$ cat config.mk
export PLATFORM = sky130hd
export DESIGN_NAME = eeprom_wire_ctrl
export DESIGN_NICKNAME = d
export VERILOG_FILES = /design/src/rtl/eeprom_wire_pkg.sv /design/src/rtl/eeprom_wire_path.sv /design/src/rtl/eeprom_wire_seq.sv /design/src/rtl/eeprom_wire_ctrl.sv
export SDC_FILE = /design/constraint.sdc
export NUM_CORES = 1
export LEC_CHECK = 0
export ABC_CLOCK_PERIOD_IN_PS = 1880
export BUFFER_PORTS_ARGS = -buffer_cell sky130_fd_sc_hd__buf_2
export CAP_MARGIN = 20
export CORE_MARGIN = 8
export CORE_UTILIZATION = 45
export CTS_BUF_LIST = sky130_fd_sc_hd__clkbuf_4 sky130_fd_sc_hd__clkbuf_8 sky130_fd_sc_hd__clkbuf_16
export CTS_CLUSTER_SIZE = 20
export DETAILED_ROUTE_END_ITERATION = 8
export GPL_TIMING_DRIVEN = 0
export PLACE_DENSITY_LB_ADDON = 0.08
export SKIP_CTS_REPAIR_TIMING = 1
export SLEW_MARGIN = 25
export SYNTH_ARGS = -nofsm -noshare
export SYNTH_HDL_FRONTEND = slang
export SYNTH_SLANG_ARGS = --single-unit
$ cat constraint.sdc
create_clock -name clk -period 1.88 [get_ports clk]
set_clock_uncertainty 0.1 [all_clocks]
set_input_delay 0.188 -clock clk [delete_from_list [all_inputs] [get_ports clk]]
set_output_delay 0.188 -clock clk [all_outputs]
set_load 0.1 [all_outputs]
$ cat src/rtl/eeprom_wire_pkg.sv
package eeprom_wire_pkg;
  typedef enum logic [1:0] {KIND_EN, KIND_WR, KIND_RD} cmdKind_t;
  typedef enum logic [1:0] {SEL_HEAD, SEL_ADDR, SEL_DATA} byteSel_t;

  // strobes from the sequencer to the shift path
  typedef struct packed {
    logic      capture;  // latch kind, address and data
    cmdKind_t  kind;
    logic      csOn;
    logic      csOff;
    logic      load;     // start shifting the selected byte
    byteSel_t  sel;
    logic      readPol;  // rest the clock low for the fetch data byte
    logic      takeRx;   // publish the received byte
  } dpStrobe_t;
endpackage

$ cat src/rtl/eeprom_wire_path.sv
module eeprom_wire_path
  import eeprom_wire_pkg::*;
#(
  parameter int unsigned HALF_DIV = 4
) (
  input  logic       clk,
  input  logic       rstN,
  input  dpStrobe_t  strobe,
  input  logic [6:0] addrIn,
  input  logic [7:0] dataIn,
  input  logic       miso,
  output logic       byteDone,
  output logic       cs,
  output logic       sclk,
  output logic       mosi,
  output logic [7:0] rdData
);
  localparam int unsigned DIV_W = $clog2(HALF_DIV + 1);
  localparam logic [DIV_W-1:0] DIV_LAST = DIV_W'(HALF_DIV - 1);

  cmdKind_t         kindQ;
  logic [6:0]       addrQ;
  logic [7:0]       dataQ;
  logic             csQ, idleLow, running, phase;
  logic [DIV_W-1:0] divCnt;
  logic [2:0]       bitCnt;
  logic [7:0]       shReg, rxReg, rdDataQ;
  logic [1:0]       opc;
  logic [6:0]       addrField;
  logic [7:0]       txByte;

  always_comb begin
    unique case (kindQ)
      KIND_WR: opc = 2'b01;
      KIND_RD: opc = 2'b10;
      default: opc = 2'b00;
    endcase
    addrField = (kindQ == KIND_EN) ? 7'b1100000 : addrQ;
    unique case (strobe.sel)
      SEL_HEAD: txByte = {6'b000000, 1'b1, opc[1]};
      SEL_ADDR: txByte = {opc[0], addrField};
      default:  txByte = (kindQ == KIND_WR) ? dataQ : 8'h00;
    endcase
  end

  always_ff @(posedge clk) begin
    if (!rstN) begin
      kindQ <= KIND_EN; addrQ <= '0; dataQ <= '0;
      csQ <= 1'b0; idleLow <= 1'b0; running <= 1'b0; phase <= 1'b0;
      divCnt <= '0; bitCnt <= '0; shReg <= '0; rxReg <= '0; rdDataQ <= '0;
      byteDone <= 1'b0;
    end else begin
      byteDone <= 1'b0;
      if (strobe.capture) begin
        kindQ <= strobe.kind; addrQ <= addrIn; dataQ <= dataIn;
      end
      if (strobe.csOn) csQ <= 1'b1;
      if (strobe.readPol) idleLow <= 1'b1;
      if (strobe.csOff) begin
        csQ <= 1'b0; idleLow <= 1'b0;
      end
      if (strobe.takeRx) rdDataQ <= rxReg;
      if (strobe.load) begin
        shReg <= txByte; running <= 1'b1; phase <= 1'b0;
        divCnt <= '0; bitCnt <= '0;
      end else if (running) begin
        if (divCnt == DIV_LAST) begin
          divCnt <= '0;
          if (!phase) begin
            phase <= 1'b1;                 // leading edge: sample
            rxReg <= {rxReg[6:0], miso};
          end else begin
            phase <= 1'b0;                 // trailing edge: next bit
            if (bitCnt == 3'd7) begin
              running  <= 1'b0;
              byteDone <= 1'b1;
            end else begin
              bitCnt <= bitCnt + 3'd1;
              shReg  <= {shReg[6:0], 1'b0};
            end
          end
        end else begin
          divCnt <= divCnt + DIV_W'(1);
        end
      end
    end
  end

  assign cs     = csQ;
  assign sclk   = (~idleLow) ^ (running & phase);
  assign mosi   = shReg[7];
  assign rdData = rdDataQ;

  // clock rests high outside a frame
  p_idle_high_r6: assert property (@(posedge clk) disable iff (!rstN)
    !csQ |-> sclk);
  // data line steady while the clock sits at its active level
  p_mosi_steady_r11: assert property (@(posedge clk) disable iff (!rstN)
    (running && phase) |-> $stable(mosi));
endmodule

$ cat src/rtl/eeprom_wire_seq.sv
module eeprom_wire_seq
  import eeprom_wire_pkg::*;
#(
  parameter int unsigned WAIT_CYC = 500000
) (
  input  logic      clk,
  input  logic      rstN,
  input  logic      rdReq,
  input  logic      wrReq,
  input  logic      enReq,
  input  logic      byteDone,
  output dpStrobe_t strobe,
  output logic      ack,
  output logic      busy,
  output logic      rdValid
);
  localparam int unsigned WAIT_W = $clog2(WAIT_CYC + 1);

  typedef enum logic [1:0] {ST_IDLE, ST_START, ST_SEND} state_t;

  state_t            state;
  cmdKind_t          kindQ, grantKind;
  logic [1:0]        byteIdx;
  logic              enabled, grant, grantAck, lastByte;
  logic [WAIT_W-1:0] waitCnt;

  always_comb begin
    grant     = (state == ST_IDLE) && (waitCnt == '0) && (rdReq || wrReq || enReq);
    grantKind = KIND_EN;
    grantAck  = 1'b1;
    if (rdReq) begin
      grantKind = KIND_RD;
    end else if (wrReq) begin
      grantKind = enabled ? KIND_WR : KIND_EN;  // unlock first
      grantAck  = enabled;
    end
    lastByte = (kindQ == KIND_EN) ? (byteIdx == 2'd1) : (byteIdx == 2'd2);
  end

  always_comb begin
    strobe         = '0;
    strobe.kind    = grantKind;
    strobe.capture = grant;
    strobe.sel     = SEL_HEAD;
    if (state == ST_START) begin
      strobe.csOn = 1'b1;
      strobe.load = 1'b1;
    end else if (state == ST_SEND && byteDone) begin
      if (lastByte) begin
        strobe.csOff  = 1'b1;
        strobe.takeRx = (kindQ == KIND_RD);
      end else begin
        strobe.load    = 1'b1;
        strobe.sel     = byteSel_t'(byteIdx + 2'd1);
        strobe.readPol = (kindQ == KIND_RD) && (byteIdx == 2'd1);
      end
    end
  end

  always_ff @(posedge clk) begin
    if (!rstN) begin
      state <= ST_IDLE; kindQ <= KIND_EN; byteIdx <= '0;
      enabled <= 1'b0; waitCnt <= '0; ack <= 1'b0; rdValid <= 1'b0;
    end else begin
      ack     <= 1'b0;
      rdValid <= 1'b0;
      if (waitCnt != '0) waitCnt <= waitCnt - WAIT_W'(1);
      unique case (state)
        ST_IDLE: if (grant) begin
          kindQ <= grantKind;
          ack   <= grantAck;
          state <= ST_START;
        end
        ST_START: begin
          byteIdx <= '0;
          state   <= ST_SEND;
        end
        default: if (byteDone) begin
          if (lastByte) begin
            state   <= ST_IDLE;
            rdValid <= (kindQ == KIND_RD);
            if (kindQ != KIND_RD) waitCnt <= WAIT_W'(WAIT_CYC);
            if (kindQ == KIND_EN) enabled <= 1'b1;
          end else begin
            byteIdx <= byteIdx + 2'd1;
          end
        end
      endcase
    end
  end

  assign busy = (waitCnt != '0);

  // nothing is accepted during the programming wait
  p_no_ack_busy_r7: assert property (@(posedge clk) disable iff (!rstN)
    ack |-> !busy);
  // read strobe lasts one cycle
  p_rdvalid_pulse_r5: assert property (@(posedge clk) disable iff (!rstN)
    rdValid |=> !rdValid);
endmodule

$ cat src/rtl/eeprom_wire_ctrl.sv
module eeprom_wire_ctrl
  import eeprom_wire_pkg::*;
#(
  parameter int unsigned CLK_HZ   = 100_000_000,
  parameter int unsigned WAIT_US  = 5000,
  parameter int unsigned HALF_DIV = 4
) (
  input  logic       clk,
  input  logic       rstN,
  input  logic       rdReq,
  input  logic       wrReq,
  input  logic       enReq,
  input  logic [6:0] addr,
  input  logic [7:0] wrData,
  output logic       ack,
  output logic       busy,
  output logic [7:0] rdData,
  output logic       rdValid,
  output logic       cs,
  output logic       sclk,
  output logic       mosi,
  input  logic       miso
);
  localparam int unsigned WAIT_CYC = (CLK_HZ / 1_000_000) * WAIT_US;

  dpStrobe_t strobe;
  logic      byteDone;

  eeprom_wire_seq #(.WAIT_CYC(WAIT_CYC)) seqInst (
    .clk(clk), .rstN(rstN), .rdReq(rdReq), .wrReq(wrReq), .enReq(enReq),
    .byteDone(byteDone), .strobe(strobe), .ack(ack), .busy(busy),
    .rdValid(rdValid)
  );

  eeprom_wire_path #(.HALF_DIV(HALF_DIV)) pathInst (
    .clk(clk), .rstN(rstN), .strobe(strobe), .addrIn(addr), .dataIn(wrData),
    .miso(miso), .byteDone(byteDone), .cs(cs), .sclk(sclk), .mosi(mosi),
    .rdData(rdData)
  );

  // acceptance pulse followed by chip select
  p_ack_then_cs_r10: assert property (@(posedge clk) disable iff (!rstN)
    ack |=> (cs && !ack));
  // no frame starts during the wait
  p_no_cs_busy_r7: assert property (@(posedge clk) disable iff (!rstN)
    $rose(cs) |-> !busy);
endmodule

### After elaboration in Yosys (flattened, before gate mapping)

Index checks and enable logic that the tools add are counted.

| word-level totals | value |
|---|---|
| flip-flop bits (word level) | 80 |
| logic and storage cells | 125 |

| cells by class | value |
|---|---|
| reduce and logical (&&, ||, !) cells | 32 |
| add/sub/neg operators | 4 |
| multiplexer cells | 43 |
| bitwise logic cells | 12 |
| eq/ne operators | 14 |

Operators by type and width:

| cell | count |
|---|---|
| $mux W19 | 5 |
| $mux W8 | 6 |
| $logic_not A19 Y1 | 1 |
| $reduce_bool A19 Y1 | 1 |
| $sub A19 B1 Y19 const B | 1 |
| $mux W1 | 16 |
| $pmux W8 S2 | 1 |
| $reduce_and A4 Y1 | 4 |
| $mux W2 | 7 |
| $pmux W2 S2 | 3 |
| $not A1 Y1 | 10 |
| $reduce_and A3 Y1 | 3 |
| $eq A2 B1 Y1 const B | 4 |
| $eq A2 B2 Y1 const B | 4 |
| $logic_not A2 Y1 | 4 |
| $mux W4 | 2 |
| $reduce_bool A2 Y1 | 4 |
| $mux W7 | 1 |
| $add A3 B1 Y3 const B | 2 |
| $mux W6 | 1 |
| $reduce_bool A3 Y1 | 2 |
| $reduce_or A2 Y1 | 3 |
| $reduce_or A5 Y1 | 1 |
| $logic_and A1 B1 Y1 | 4 |
| other kinds (11) | 15 |

### Logic depth before layout (Yosys ltp)

Gate-level depths: netlist of the first run.

| logic depth | value |
|---|---|
| word-level depth | 8 |
| depth in mapped cells | 7 |
| depth with buffers taken out | 6 |

### Hierarchy

From an unflattened synthesis of the first run, not the netlist that was laid out.

| second synthesis, totals | value |
|---|---|
| cells, all modules | 418 |
| area, all modules | 3866.2 sq um |

Modules (own cells, without submodules):

| module | cells an instance | sequential area each (sq um) | area each (sq um) | instances |
|---|---|---|---|---|
| eeprom_wire_path | 228 | 1041.0 | 2250.9 | 1 |
| eeprom_wire_seq | 190 | 560.5 | 1615.3 | 1 |

### Worst setup path before layout of the first run

Ideal clock, no wire load.

| timing | value |
|---|---|
| path type | reg2reg |
| start point | register seqInst.waitCnt[6] |
| end point | register seqInst.ack |
| arrival time | 2337 ps |
| slack | -666 ps |
| clock period less this slack | 2546 ps |
| cell stages (with the launch flop) | 6 |
| data required time | 1671 ps |
| setup time | 109 ps |
| path buffers | 1 |
| cells stage by stage | dfxtp_1 -> nor4_4 -> and4b_1 -> buf_2 -> nand3_1 -> nor4_1 |

| on the way | value |
|---|---|
| word-level cells in the longest chain between the ends | 4 |

RTL lines:

| what | line | text |
|---|---|---|
| start, declared | eeprom_wire_seq.sv:25 | `logic [WAIT_W-1:0] waitCnt;` |
| start signal, assigned | eeprom_wire_seq.sv:67 | `if (waitCnt != '0) waitCnt <= waitCnt - WAIT_W'(1);` |
| start signal, assigned | eeprom_wire_seq.sv:82 | `if (kindQ != KIND_RD) waitCnt <= WAIT_W'(WAIT_CYC);` |
| $logic_not A19 Y1 | eeprom_wire_seq.sv:28 | `grant = (state == ST_IDLE) && (waitCnt == '0) && (rdReq \|\| wrReq \|\| enReq);` |
| $logic_and A1 B1 Y1 (2 in a row) | eeprom_wire_seq.sv:28 |  |
| $reduce_and A3 Y1 (no source line) | -- |  |
| end signal, assigned | eeprom_wire_seq.sv:71 | `ack <= grantAck;` |
| end, declared | eeprom_wire_seq.sv:13 | `output logic ack,` |

Every way passes these cells.
A chain may end at the register's enable or synchronous reset.

### Final worst setup path of the first run

| timing | value |
|---|---|
| start point | register seqInst.waitCnt[8] |
| end point | output port busy |

| on the way | value |
|---|---|
| word-level cells in the longest chain between the ends | 1 |

RTL lines:

| what | line | text |
|---|---|---|
| $reduce_bool A19 Y1 | eeprom_wire_seq.sv:92 | `assign busy = (waitCnt != '0);` |
| end, declared | eeprom_wire_ctrl.sv:16 | `output logic busy,` |

Every way passes these cells.

==> results.md, run 1 <==
* Final ANT Viol Nets at 0
* H-tree depth at 3
* Fillcell total at 706
* Yosys warnings at 0
* Share of the synthesized area in the top cell type at 42.2%
* Later-pin clock latency in the skew report at 0.35 ns
* Reg2Reg Launch Point: seqInst.waitCnt[8]
* Final hold viol count at 7
* Run status: finished, violations left
* DR vias/cell at 5.56
* Reg area at 1620 µm²
* Mapped cell area at 3790 µm²
* PnR worst setup slack at -0.149 ns
* Cell taking the most area after synthesis: dfxtp_1
* Worst path depth at 6
* Main synth FF type: dfxtp_1
* Rel. slew slack at 54.1%
* Top cells by area, synth: dfxtp_1 (42%), mux2i_1 (11%), nand2_1 (6.2%)
* Fraction of layout cells with a size suffix above 1 at 28.5%
* Mean area per synthesized cell at 8.80 µm²
* Measured slew at the worst slew-check pin at 0.682 ns
* Clock Sinks at 80
* Critical path's largest stage delay at 0.37 ns
* CP Class: flip-flop to output pin
* R2r worst-path depth at 6
* Power Density at 1270 nW/µm²
* Final WL at 9.74 mm
* Setup TNS Final at -0.925 ns
* Initial Utilization at 46.4%
* Worst hold path endpoint: pathInst.dataQ[5]
* Dpl cells at 569
* Final instance area at 5060 µm²
* Failing checks: negative hold slack, negative setup slack
* Post-synth EDFFs at 0
* Fmax at 493 MHz
* HP Class: primary input to flip-flop
* Worst Setup End Kind: output pin
* Overall Power at 6.43 mW
* Cell Area, Placed at 4120 µm²
* Mapped Cells at 431
* Tmin final at 2.03 ns
* CTS tree: built
* Distinct cells, synth at 54
* Pleak at 1.91 nW
* Root Driver: clkbuf_8
* DP Wirelength at 6.57 mm
* Met3 Wirelength at 449 µm
* Setup crit start: seqInst.waitCnt[8]
* Crit path DAT at 1.74 ns
* Max-Cap Viols at 0
* Routed len/inst at 15.7 µm
* Min-delay src: wrData[5]
* Antenna diode count at 0
* Io pins at 35
* First-pass GRT wire length at 15.3 mm
* Syn_nets at 459
* R2r setup slk at -0.11 ns
* Reg clk slew, reported paths at 0.09 ns
* Fin nets at 539
* FFs w/ async S/R, synth at 0%
* Vias in the first global route at 3,189
* Max IR drop VDD at 0.000536 V
* Crit-path slowest cell: dfxtp_4
* Final std cells w/o fill at 621
* Die Y at 108 µm
* Met1 WL at 4.80 mm
* CTS Buffer Depth at 2
* CP top delay family: simple AND/OR/NAND/NOR gates
* GP Congestion at 0.865
* Largest net degree at the start of global routing at 14
* Die area at 11,600 µm²
* WHS at -0.0200 ns
* Total grt overflow at 0
* Util after Layout at 61.9%
* Critical Path RT at 1.59 ns
* Hold Crit Depth at 3
* TritonRoute pass-1 iters at 4
* Tot GR Track Use at 16.2%
* Worst flop-to-flop path endpoint: seqInst.waitCnt[18]
* CTS Buf Count at 9
* Antenna violations before repair at 0
* Worst setup SP type: flip-flop
* CP Buf/Inv Count at 3
* Sequential cell area fraction in the yosys report at 42.2%
* Die X at 108 µm
* Worst path cell trace: nor4_4, buf_4, and4b_1, buf_6, nand3_4, buf_12
* Yosys reg bits at 80
* Row count at 33
* Routed wl met2 at 4.30 mm
* Initial DRC Count at 183
* Uppermost layer routed: met4
* Area of the multi-input gates at 2380 µm²
* CP max FO at 6
* Final setup viols at 18
* Core Region at 8180 µm²
* Fin crit share at 108%
* P&R area growth vs syn at 33.4%
* Vias at 3,450
* Port Buffer Count at 33
* RSZ-0062 raised after global routing: true
* Pins Over Slew Limit at 0
* Drt drc at 0
-- logic make-up (layout without fill, tap and decap cells) --
kind of cell / after synthesis / after routing / synth area share [%]
simple gates: 182 / 182 / 25.3
fa+ha+maj: 7 / 7 / 2.31
mux: 42 / 42 / 11.1
compound gates: 84 / 84 / 14.6
buf+inv: 31 / 116 / 3.36
xor+xnor: 5 / 5 / 1.15
flops: 80 / 80 / 42.2
-- layout make-up --
class	count	share of cell area, %
Timing Repair Buffer	72	10.4
Clock inverter	5	1.58
Multi-Input combinational cell	320	47.1
Inverter	9	0.717
Clock buffer	11	2.87
Tap cell	105	2.60
Sequential cell	80	32.0
Buffer	19	2.74
-- layer usage --
metal  vias up  GRT usage, %
met3        14          2.51
li1       1729             -
met4         0          7.14
met2        83          23.4
met5         -             0
met1      1624          23.0
-- worst reg2reg max path: stages, from the launching register on --
cell	delay, ns
dfxtp_4	0.37
nor4_4	0.25
buf_4	0.18
nand4b_1	0.22
buf_6	0.22
or4b_1	0.45
a31oi_1	0.12
-- worst max path at each step --
stage / slack [ns] / to
after detailed placement: -0.40 / pathInst.rxReg[7]
after global placement: -0.38 / pathInst.rxReg[1]
final: -0.15 / busy
after global routing: -0.23 / busy
after CTS: -0.55 / busy
after floorplan: -0.28 / seqInst.ack
-- report_power, final --
part / leakage, nW / switching, mW / total (mW) / internal [mW]
clock network: 0.109 / 0.635 / 1.43 / 0.797
registers: 0.653 / 0.316 / 2.29 / 1.98
logic: 1.15 / 1.44 / 2.70 / 1.26
total: 1.91 / 2.39 / 6.43 / 4.04
-- flip-flops by register name, indices dropped and copies added (netlist names) --
name and cells:
pathInst.divCnt 3, pathInst.rdData 8, pathInst.bitCnt 3, seqInst.rdValid 1, pathInst.phase 1, pathInst.rxReg 8
seqInst.state 2, pathInst.cs 1, seqInst.kindQ 2, pathInst.kindQ 2, pathInst.idleLow 1, pathInst.running 1
seqInst.byteIdx 2, pathInst.byteDone 1, pathInst.shReg 8, seqInst.enabled 1, seqInst.waitCnt 19, pathInst.dataQ 8
seqInst.ack 1, pathInst.addrQ 7
-- per-stage QoR --
stage / setup WS, ns / hold WS [ns]
floorplan: -0.278 / 0.230
global placement: -0.384 / 0.335
detailed placement: -0.396 / 0.342
CTS: -0.550 / -0.0424
global route: -0.226 / 0.00430
finish: -0.149 / -0.0200
-- synthesized netlist by cell type, types with 2 or more instances --
cell	n
or3_1	13
nand3_1	17
xor2_1	3
a21oi_1	21
nor3_1	12
a211o_1	2
and4b_1	3
nand4b_1	6
buf_2	5
o21a_1	2
nor2b_1	6
or4_1	2
nand3b_1	2
inv_1	8
o22ai_1	2
dfxtp_1	80
o21ai_0	16
nor4_1	5
nor3b_1	4
nand4_1	3
a311oi_1	2
a211oi_1	10
o31ai_1	7
xnor2_1	2
and3_1	3
a2bb2oi_1	3
or3b_1	2
nand2_1	63
a32oi_1	3
o211ai_1	2
nor4_4	2
buf_1	2
mux2i_1	41
a21o_1	7
clkbuf_1	13
nor2_1	33
ha_1	7
-- cell usage in the layout (no fill, tap or decap), types with 4 or more instances in the layout --
cell type	instances
dfxtp_1	70
nand2_1	62
mux2i_1	41
nor2_1	31
buf_2	31
buf_4	27
a21oi_1	17
nand3_1	15
o21ai_0	14
or3_1	12
buf_6	10
clkbuf_8	10
dlygate4sd3_1	9
clkbuf_1	7
a21o_1	7
a211oi_1	7
dfxtp_2	7
nand4b_1	6
o31ai_1	6
inv_1	5
nor4_4	5
nor3_2	5
nor3_1	5
nor2b_1	4
ha_1	4
Note: power is estimated with default switching activity, not from simulation.
==> run 2, diff against run 1 <==
Settings changed: BUFFER_PORTS_ARGS -buffer_cell sky130_fd_sc_hd__buf_2 to unset, DONT_BUFFER_PORTS set to 1.
==> run 2 against run 1 <==
  * The flow finishes with violations (negative setup slack)
  * Register-to-register slack worse by 0.11 ns
  * Final cell count is 3.2% lower
  * Routed wire length is 2.5% higher
  * Global-route usage down 0.21 points
  * Hold slack improved by 0.024 ns
  * Via count decreased by 1.2%
  * Fmax decreased by 3.5%
  * Clock power rose by 17%
  * Critical path type unchanged
  * Count of clock-buffer cells in the layout shrank 2
  * Worst setup slack worse by 0.074 ns
==> results.md, run 2 (synthesized netlist as in run 1, its figures left out) <==
* Routed wl met2 at 4.60 mm (was 4.30 mm)
* CTS Buffer Depth at 2 (unchanged)
* Largest net degree at the start of global routing at 15 (was 14)
* PnR worst setup slack at -0.223 ns (was -0.149 ns)
* Tmin final at 2.10 ns (was 2.03 ns)
* Setup TNS Final at -2.43 ns (was -0.925 ns)
* Dpl cells at 536 (was 569)
* Clock Sinks at 80 (unchanged)
* Initial Utilization at 46.4% (unchanged)
* GP Congestion at 0.827 (was 0.865)
* Run status: finished, violations left (unchanged)
* Root Driver: clkbuf_8 (unchanged)
* Met3 Wirelength at 532 µm (was 449 µm)
* Critical Path RT at 1.59 ns (about the same)
* Rel. slew slack at 32.3% (was 54.1%)
* Failing checks: negative setup slack (was negative hold slack, negative setup slack)
* Max reg flops at 19 (unchanged)
* Reg area at 1620 µm² (about the same)
* Final setup viols at 27 (was 18)
* Fin crit share at 112% (was 108%)
* Reg clk slew, reported paths at 0.09 ns (about the same)
* DR vias/cell at 5.67 (was 5.56)
* Max-Cap Viols at 0 (unchanged)
* First-pass GRT wire length at 15.0 mm (was 15.3 mm)
* Final WL at 9.98 mm (was 9.74 mm)
* Met1 WL at 4.75 mm (was 4.80 mm)
* Total grt overflow at 0 (unchanged)
* CTS Buf Count at 9 (unchanged)
* Io pins at 35 (unchanged)
* Drt drc at 0 (unchanged)
* Initial DRC Count at 221 (was 183)
* Most frequent cells in the layout: dfxtp_1 (69), nand2_1 (61), mux2i_1 (41) (was dfxtp_1 (70), nand2_1 (62), mux2i_1 (41))
* Vias in the first global route at 3,076 (was 3,189)
* DP Wirelength at 6.61 mm (was 6.57 mm)
* Final hold viol count at 0 (was 7)
* Commonest non-fill, non-tap cell in the layout: dfxtp_1 (unchanged)
* CP Class: flip-flop to output pin (unchanged)
* CP max FO at 7 (was 6)
* Vias at 3,407 (was 3,450)
* Measured slew at the worst slew-check pin at 1.01 ns (was 0.682 ns)
* Crit path DAT at 1.81 ns (was 1.74 ns)
* Antenna diode count at 0 (unchanged)
* Power Density at 1300 nW/µm² (was 1270 nW/µm²)
* Die Y at 108 µm (unchanged)
* Antenna violations before repair at 0 (unchanged)
* Final std cells w/o fill at 601 (was 621)
* Register with the most flip-flops: seqInst.waitCnt (unchanged)
* Die area at 11,600 µm² (unchanged)
* Area of the multi-input gates at 2340 µm² (was 2380 µm²)
* Critical path's largest stage delay at 0.42 ns (was 0.37 ns)
* TritonRoute pass-1 iters at 4 (unchanged)
* Crit-path slowest cell: nor4_4 (was dfxtp_4)
* Worst Setup End Kind: output pin (unchanged)
* Final instance area at 4980 µm² (was 5060 µm²)
* Fraction of layout cells with a size suffix above 1 at 22.4% (was 28.5%)
* Pleak at 1.83 nW (was 1.91 nW)
* RSZ-0062 raised after global routing: true (unchanged)
* Cell Area, Placed at 3960 µm² (was 4120 µm²)
* Pins Over Slew Limit at 0 (unchanged)
* HP Class: primary input to flip-flop (unchanged)
* CP Buf/Inv Count at 1 (was 3)
* Core Region at 8180 µm² (unchanged)
* Overall Power at 6.45 mW (was 6.43 mW)
* Die X at 108 µm (unchanged)
* Tot GR Track Use at 16.0% (was 16.2%)
* Max IR drop VDD at 0.000587 V (was 0.000536 V)
* P&R area growth vs syn at 31.2% (was 33.4%)
* Later-pin clock latency in the skew report at 0.35 ns (about the same)
* Fmax at 476 MHz (was 493 MHz)
* Routed len/inst at 16.6 µm (was 15.7 µm)
* Worst setup SP type: flip-flop (unchanged)
* Port Buffer Count at 0 (was 33)
* Row count at 33 (unchanged)
* Fin nets at 519 (was 539)
* H-tree depth at 3 (unchanged)
* Fillcell total at 719 (was 706)
* Final ANT Viol Nets at 0 (unchanged)
* Uppermost layer routed: met4 (unchanged)
* Worst path cell trace: nor4_4, and4b_1, buf_6, nand3_4 (was nor4_4, buf_4, and4b_1, buf_6, nand3_4, buf_12)
* CP top delay family: simple AND/OR/NAND/NOR gates (unchanged)
* CTS tree: built (unchanged)
==> run 2: cell count changes in the layout (fill, tap and decap cells not counted), moves of 3 or more <==
cell	before	now
dlygate4sd3_1	9	18
buf_2	31	0
nor3_1	5	9
buf_6	10	5
buf_4	27	35
nor3_2	5	2
==> run 2: layout make-up <==
class,count,area share (%)
Buffer,19,2.64
Inverter,9,0.679
Clock buffer,9,2.49
Timing Repair Buffer,52,9.08
Clock inverter,7,2.87
Multi-Input combinational cell,320,47.0
Tap cell,105,2.64
Sequential cell,80,32.6
==> run 2: path summary, 6_finish.rpt <==
check        slack (ns)  depth (start not counted)                start             endpoint
max               -0.22                          4  seqInst.waitCnt[12]                 busy
min reg2reg        0.36                          2    pathInst.rxReg[7]    pathInst.rxReg[7]
max reg2reg       -0.22                          5  seqInst.waitCnt[12]  seqInst.waitCnt[18]
min               0.004                          2                rdReq     seqInst.kindQ[0]
==> run 2: metrics by stage <==
| step | setup WS, ns | util [%] | hold slack [ns] |
|---|---|---|---|
| 2_1_floorplan | -0.278 | - | 0.230 |
| 3_3_place_gp | -0.710 | 48.3 | 0.234 |
| 3_5_place_dp | -0.664 | 48.5 | 0.238 |
| 4_1_cts | -0.690 | 51.7 | -0.142 |
| 5_1_grt | -0.261 | 60.9 | 0.00707 |
| 6_report | -0.223 | 60.9 | 0.00394 |
==> run 2: per-layer routing <==
metal / GRT usage [%] / up-vias
met5: 0 / -
met4: 5.35 / 0
met3: 3.89 / 10
met2: 24.3 / 69
met1: 21.5 / 1640
li1: - / 1688
==> run 2: power by group <==
part	switching, mW	internal, mW	leakage, nW
clock	0.651	1.02	0.134
sequential	0.439	1.98	0.653
combinational	1.21	1.14	1.04
==> run 3, diff against run 2 <==
Settings changed: HOLD_SLACK_MARGIN set to 0.03.
==> run 3 against run 2 <==
  * The run still ends with negative setup slack left
  * Clock power about the same
  * Largest power group unchanged
  * Combinational power is essentially flat
  * Sequential share of layout area did not move
  * First-iteration DRC count shrank 2.7%
  * Via count decreased by 0.41%
  * Non-clock buffer count stayed put
  * Utilization unchanged
  * Fmax is 1.2% higher
==> results.md, run 3 (synthesized netlist as in run 1, its figures left out) <==
* Worst setup SP type: flip-flop (unchanged)
* Worst Setup End Kind: output pin (unchanged)
* Tot GR Track Use at 16.0% (unchanged)
* CTS Buffer Depth at 2 (unchanged)
* Routed len/inst at 16.7 µm (was 16.6 µm)
* R2r setup slk at -0.18 ns (was -0.22 ns)
* Core Region at 8180 µm² (unchanged)
* Measured slew at the worst slew-check pin at 1.02 ns (was 1.01 ns)
* Setup WS pre-CTS at -0.664 ns (unchanged)
* Run status: finished, violations left (unchanged)
* Setup TNS Final at -1.64 ns (was -2.43 ns)
* Tmin final at 2.08 ns (was 2.10 ns)
* Crit path DAT at 1.79 ns (was 1.81 ns)
* CP top delay family: simple AND/OR/NAND/NOR gates (unchanged)
* First-pass GRT wire length at 15.0 mm (unchanged)
* Clock Sinks at 80 (unchanged)
* Antenna violations before repair at 0 (unchanged)
* Fin crit share at 111% (was 112%)
* Row count at 33 (unchanged)
* Most frequent cells in the layout: dfxtp_1 (69), nand2_1 (61), mux2i_1 (41) (unchanged)
* CTS tree: built (unchanged)
* Vias at 3,393 (was 3,407)
* Initial Utilization at 46.4% (unchanged)
* Total grt overflow at 0 (unchanged)
* Final hold viol count at 0 (unchanged)
* CTS Buf Count at 9 (unchanged)
* Failing checks: negative setup slack (unchanged)
* Reg clk slew, reported paths at 0.09 ns (about the same)
* H-tree depth at 3 (unchanged)
* Final WL at 10.0 mm (was 9.98 mm)
* CP Buf/Inv Count at 1 (unchanged)
* Commonest non-fill, non-tap cell in the layout: dfxtp_1 (unchanged)
* DR vias/cell at 5.65 (was 5.67)
* Critical path's largest stage delay at 0.40 ns (was 0.42 ns)
* Pleak at 1.83 nW (unchanged)
* Max IR drop VDD at 0.000587 V (about the same)
* Register with the most flip-flops: seqInst.waitCnt (unchanged)
* TritonRoute pass-1 iters at 4 (unchanged)
* HP Class: primary input to flip-flop (unchanged)
* RSZ-0062 raised after global routing: true (unchanged)
* Antenna diode count at 0 (unchanged)
* CP Class: flip-flop to output pin (unchanged)
* CP max FO at 7 (unchanged)
* Pins Over Slew Limit at 0 (unchanged)
* Drt drc at 0 (unchanged)
* Critical Path RT at 1.59 ns (about the same)
* Root Driver: clkbuf_8 (unchanged)
* Final ANT Viol Nets at 0 (unchanged)
* Die Y at 108 µm (unchanged)
* Io pins at 35 (unchanged)
* Fmax at 481 MHz (was 476 MHz)
* Initial DRC Count at 215 (was 221)
* Final setup viols at 27 (unchanged)
* Worst path cell trace: nor4_4, and4b_1, buf_6, nand3_4 (unchanged)
* Later-pin clock latency in the skew report at 0.35 ns (about the same)
* GP Congestion at 0.827 (unchanged)
* Fraction of layout cells with a size suffix above 1 at 22.4% (unchanged)
* Vias in the first global route at 3,076 (unchanged)
* DP Wirelength at 6.61 mm (unchanged)
* Rel. slew slack at 32.2% (was 32.3%)
* Max reg flops at 19 (unchanged)
* P&R area growth vs syn at 31.2% (unchanged)
* Max-Cap Viols at 0 (unchanged)
* Port Buffer Count at 0 (unchanged)
* Power Density at 1300 nW/µm² (about the same)
* Die X at 108 µm (unchanged)
* Fin nets at 519 (unchanged)
* Largest net degree at the start of global routing at 15 (unchanged)
* Crit-path slowest cell: nor4_4 (unchanged)
* WHS at 0.0234 ns (was 0.00394 ns)
* PnR worst setup slack at -0.198 ns (was -0.223 ns)
* Die area at 11,600 µm² (unchanged)
==> run 3: worst register-to-register path, stage by stage (launching register included) <==
cell      delay (ns)
dfxtp_2         0.36
nor4_4          0.40
nand4b_1        0.26
buf_6           0.21
or4b_1          0.49
a31oi_1         0.16
==> run 3: final cells by class <==
class / count / area (µm²)
buffer: 19 / 131
clock buffer: 9 / 124
clock inverter: 7 / 143
fill: 719 / 3200
inverter: 9 / 33.8
multi-input combinational: 320 / 2340
sequential: 80 / 1620
tap: 105 / 131
timing repair buffer: 52 / 452
==> run 3: through the flow <==
stage / std cells / total power [mW] / util (%) / area, µm²
3_5_place_dp: 536 / 4.10 / 48.5 / 3960
4_1_cts: 552 / 5.78 / 51.7 / 4230
3_3_place_gp: 536 / 4.06 / 48.3 / 3950
2_1_floorplan: 431 / 3.70 / - / 3820
5_1_grt: 601 / 6.78 / 60.9 / 4980
6_report: 601 / 6.45 / 60.9 / 4980
==> run 3: worst paths after layout <==
check	startpoint	end	cells after the start
worst max-delay path	seqInst.waitCnt[12]	busy	4
worst min-delay path	rdReq	seqInst.ack	2
worst max register to register	seqInst.waitCnt[12]	seqInst.waitCnt[18]	5
worst min register to register	pathInst.rxReg[7]	pathInst.rxReg[7]	2
==> run 3: per-layer routing <==
metal	part of all wire, %	track usage [%]
met3	4.7	3.89
met1	48	21.5
met4	0.97	5.35
met5	0	0
met2	46	24.3
==> run 3: report_power, final <==
| part | total, mW | switching [mW] | internal (mW) |
|---|---|---|---|
| Combinational | 2.36 | 1.21 | 1.14 |
| Sequential | 2.42 | 0.441 | 1.98 |
| Clock | 1.67 | 0.654 | 1.02 |
| Total | 6.45 | 2.31 | 4.14 |
